## src/rtl/irq_flag_cell.sv

```systemverilog
module irq_flag_cell #(
  parameter int  SYNC_STAGES = 1,
  parameter bit  MODE_RST    = 1'b1
) (
  input  logic clk,
  input  logic rst_n,
  input  logic irq_n,
  input  logic mode_we,
  input  logic mode_wdata,
  input  logic cpu_set,
  input  logic cpu_clr,
  output logic flag,
  output logic edge_active
);

  localparam int LAST = SYNC_STAGES - 1;

  logic [LAST:0] sync_q;
  logic          dly_q;
  logic          mode_q;
  logic          boot_q;
  logic          pin_lvl;
  logic          edge_pulse;
  logic          pin_set;

  generate
    if (SYNC_STAGES == 1) begin : g_one
      always_ff @(posedge clk) sync_q <= irq_n;
    end else begin : g_chain
      always_ff @(posedge clk)
        if (!rst_n) sync_q <= {SYNC_STAGES{irq_n}};
        else        sync_q <= {sync_q[LAST-1:0], irq_n};
    end
  endgenerate

  always_ff @(posedge clk)
    if (!rst_n) dly_q <= irq_n;
    else        dly_q <= sync_q[LAST];

  always_ff @(posedge clk)
    if (!rst_n) begin
      mode_q <= MODE_RST;
      boot_q <= 1'b1;
    end else if (mode_we) begin
      mode_q <= mode_wdata;
      boot_q <= 1'b0;
    end

  assign edge_active = mode_q & ~boot_q;
  assign pin_lvl     = ~sync_q[LAST];
  assign edge_pulse  = dly_q & ~sync_q[LAST];
  assign pin_set     = edge_active ? edge_pulse : pin_lvl;

  always_ff @(posedge clk)
    if (!rst_n)                 flag <= 1'b0;
    else if (pin_set | cpu_set) flag <= 1'b1;
    else if (cpu_clr)           flag <= 1'b0;

  AST_RESET_CLEARS: assert property (@(posedge clk) !rst_n |=> !flag);
  AST_BOOT_LEVEL: assert property (@(posedge clk) disable iff (!rst_n)
    $past(!rst_n) |-> !edge_active);
  AST_MODE_WRITE: assert property (@(posedge clk) disable iff (!rst_n)
    mode_we |=> edge_active == $past(mode_wdata));
  AST_LEVEL_SETS: assert property (@(posedge clk) disable iff (!rst_n)
    (!edge_active && !sync_q[LAST]) |=> flag);
  AST_EDGE_SINGLE: assert property (@(posedge clk) disable iff (!rst_n)
    edge_pulse |=> !edge_pulse);
  AST_SET_WINS: assert property (@(posedge clk) disable iff (!rst_n)
    (cpu_set && cpu_clr) |=> flag);
  AST_CLEAR: assert property (@(posedge clk) disable iff (!rst_n)
    (cpu_clr && !cpu_set && !pin_set) |=> !flag);
  AST_CPU_SET: assert property (@(posedge clk) disable iff (!rst_n)
    cpu_set |=> flag);

endmodule

```

## config.mk

```make
export PLATFORM = sky130hd
export DESIGN_NAME = irq_flag_cell
export DESIGN_NICKNAME = d
export VERILOG_FILES = /design/src/rtl/irq_flag_cell.sv
export SDC_FILE = /design/constraint.sdc
export NUM_CORES = 1
export LEC_CHECK = 0
export BUFFER_PORTS_ARGS = -buffer_cell sky130_fd_sc_hd__buf_4
export CAP_MARGIN = 5
export CORE_AREA = 3 3 40 42
export DETAILED_ROUTE_END_ITERATION = 16
export DIE_AREA = 0 0 43 45
export GPL_TIMING_DRIVEN = 0
export PLACE_DENSITY = 0.3
export SYNTH_ARGS = -nofsm -noshare
export SYNTH_HDL_FRONTEND = slang
export SYNTH_SLANG_ARGS = --single-unit
```

## constraint.sdc

```tcl
create_clock -name clk -period 1 [get_ports clk]
set_input_delay 0.15 -clock clk [delete_from_list [all_inputs] [get_ports clk]]
set_output_delay 0.15 -clock clk [all_outputs]
set_load 0.05 [all_outputs]
```

==> run_results.csv <==
group,metric,value,unit
run_status,outcome,"complete, but fails checks",
run_status,violations,"negative setup slack",
cells_and_area,multi_input_area,63.8,um^2
route,routed-via-count,144,
global_route,grt_max_degree,5,
cts,cts.sink_count,5,
synthesis,postSynth.asyncResetShare,0,
setup_path,cp_max_fo,2,
timing,skew,4.43,ps
cts,cts_made_buffers,3,
route,met3_wirelength,57,um
synthesis,synth-seq-cells,5,
timing,min_period_over_period,1.01,
global_route,grt_pass1_vias,147,
setup_path,critPathSlowestCell,"dfxtp_2",
timing,rsz0062_at_grt,"yes",
setup_path,slowest_delay,320,ps
pwr,ir_drop,0.000574,V
global_route,grt_overflow,0,
synthesis,yosysWarnings,0,
synthesis,synth_seq_area_share,0.584,
synthesis,synth_common_cells,"dfxtp_1 (5), inv_1 (2)",
placement,hpwl,265,um
floorplanning,die_area,1940,um^2
timing,setup_slack,-12.6,ps
route,top_layer_used,"met3",
placement,gp_congestion,0.571,
route,viasPerCell,3.35,
setup_path,crit_type,"reg -> out",
cts,root_buffer,"clkbuf_4",
synthesis,yosys-top-cells-area,"dfxtp_1 (58%), nor2b_4 (8.0%), mux2_2 (6.6%)",
cts,htree_levels,1,
setup_path,regToRegEndpoint,"flag",
worst_hold_path,whs_path_depth,1,
setup_path,worstPathCellList,"nor2b_4, buf_6",
placement,port_buffers,8,
synthesis,synth-edff-count,0,
cts,cts_hold_buf,0,
synthesis,synth_simple_gate_area_frac,0.139,
cells_and_area,n_fill_cell,145,
global_route,grt_pass1_wl,621,um
synthesis,synth_xor_area_frac,0,
synthesis,synth_largest_area_cell,"dfxtp_1",
cells_and_area,area_delta_synth_final,68.6,%
setup_path,cp.arrival,860,ps
synthesis,synth_top_family_by_area,"simple AND/OR/NAND/NOR gates",
cts,clock_path_buffers,2,
floorplanning,core,1280,um^2
timing,maxSlewHeadroom,0.902,
synthesis,netlist_instances,15,
synthesis,syn_area_per_cell,11.4,um^2
route,drt_iter0_drc,3,
placement,dpl-instance-area,250,um^2
global_route,grt_usage,0.0557,
route,drc,0,
floorplanning,die_w,43,um
cells_and_area,stdcell_area,289,um^2
cells_and_area,seq_area,101,um^2
synthesis,synth_flop_cell,"dfxtp_1",
route,dr.pass1.iters,2,
placement,preCtsSetupSlack,118,ps
cells_and_area,drive_gt1_frac,0.536,
synthesis,synth_area,171,um^2
floorplanning,rows,13,
route,met1_length,164,um
cells_and_area,antenna_cells,0,
synthesis,synth_most_common_cell,"dfxtp_1",
pwr,total_power,0.535,mW
setup_path,start_kind,"flop",
cells_and_area,finalNetCount,36,
cells_and_area,post-route-util,0.225,
pwr,p_per_area,1850,nW/um^2
setup_path,end_kind,"output pin",
timing,holdWs,23.8,ps
route,wire_per_inst,8.44,um
worst_hold_path,hold_path_end,"sync_q",
run,drv_cap,0,
floorplanning,ios,9,
route,wl,363,um
synthesis,synth_fp_nets,22,
worst_hold_path,hold_path.class,"in -> reg",
synthesis,synth_fa_ha_area_frac,0,
cts,path_clk_slew,40,ps
timing,final_hold_viol_count,0,
synthesis,yosysTopAreaCellShare,0.584,
route,wl_met2,142,um
timing,maxSlewViolCount,0,
worst_hold_path,hold_start,"irq_n",
timing,achievable-frequency,988,MHz
timing,setup_viol_count_final,1,
route,drtAntennaViolNets,0,
global_route,grt_antenna_before_repair,0,
timing,worstMarginPinSlew,146,ps
setup_path,r2r-start,"mode_q",
synthesis,synth_compound_area_frac,0.109,
floorplanning,start_util,0.133,
setup_path,r2r_slack,30,ps
timing,period_needed,1010,ps
cts,cts_tree,"built",
cts,clkLatencyLatePin,240,ps
synthesis,synth_cell_type_count,10,
setup_path,cp.required,850,ps
floorplanning,die_h,45,um
setup_path,reg2reg_depth,4,
pwr,p_leak,0.143,nW
synthesis,yosys-mux-area-fraction,0.124,
per-stage QoR:
stage | cells | TNS [ps]
global placement | 38 | 0
detailed placement | 38 | 0
floorplan | 15 | -87.5
finish | 43 | -12.6
CTS | 43 | -34.3
global route | 43 | -105
final cells by class:
class	count	area share
Inverter	2	0.0260
Multi-Input combinational cell	8	0.221
Timing Repair Buffer	9	0.247
Sequential cell	5	0.351
Clock buffer	4	0.0909
Tap cell	15	0.0649
sequential cells by signal (all words and copies together) (netlist names):
name	count
boot_q	1
dly_q	1
flag	1
mode_q	1
sync_q	1
layer usage:
| metal | vias to the layer above | global-route usage |
|---|---|---|
| li1 | 74 | - |
| met1 | 61 | 0.0529 |
| met2 | 9 | 0.0509 |
| met3 | 0 | 0.0637 |
| met4 | 0 | 0.0723 |
| met5 | - | 0 |
report_power, final:
part / total (mW) / internal (mW) / switching (mW)
clock network: 0.231 / 0.151 / 0.0800
logic: 0.0824 / 0.0429 / 0.0395
registers: 0.221 / 0.215 / 0.00695
total: 0.535 / 0.408 / 0.126
worst max-delay path, delay by kind of cell, from the launching register on:
| kind | cells | cell delay, ps |
|---|---|---|
| buffers and inverters | 1 | 160 |
| flip-flops | 1 | 320 |
| AND/OR/NAND/NOR | 1 | 140 |
repair_timing:
action	in CTS	in global routing
gates resized for setup	2	0
buffers inserted	1	0
setup endpoints to repair	1	2
gates cloned	0	0
cells by family (layout without fill, tap and decap cells):
family / Yosys count / in the layout
simple gates: 3 / 3
compound gates: 3 / 3
flops: 5 / 5
buf+inv: 2 / 15
mux: 2 / 2
layout by cell type (no fill, tap or decap), drive strengths merged:
cell and count:
inv 2, nor2b 2, o31a 1, buf 9, dfxtp 5, clkbuf 4, a21oi 1, mux2 1
o21ai 1, nand2 1, mux2i 1
worst max-delay path by stage:
stage / start / endpoint / slack (ps) / cells past startpoint
after floorplan: mode_q / flag / -90 / 3
after global placement: mode_q / flag / 120 / 3
after detailed placement: mode_q / flag / 120 / 3
after CTS: mode_q / edge_active / -30 / 2
after global routing: mode_q / edge_active / -70 / 2
final: mode_q / edge_active / -10 / 2
Note: power is estimated with default switching activity, not from simulation.
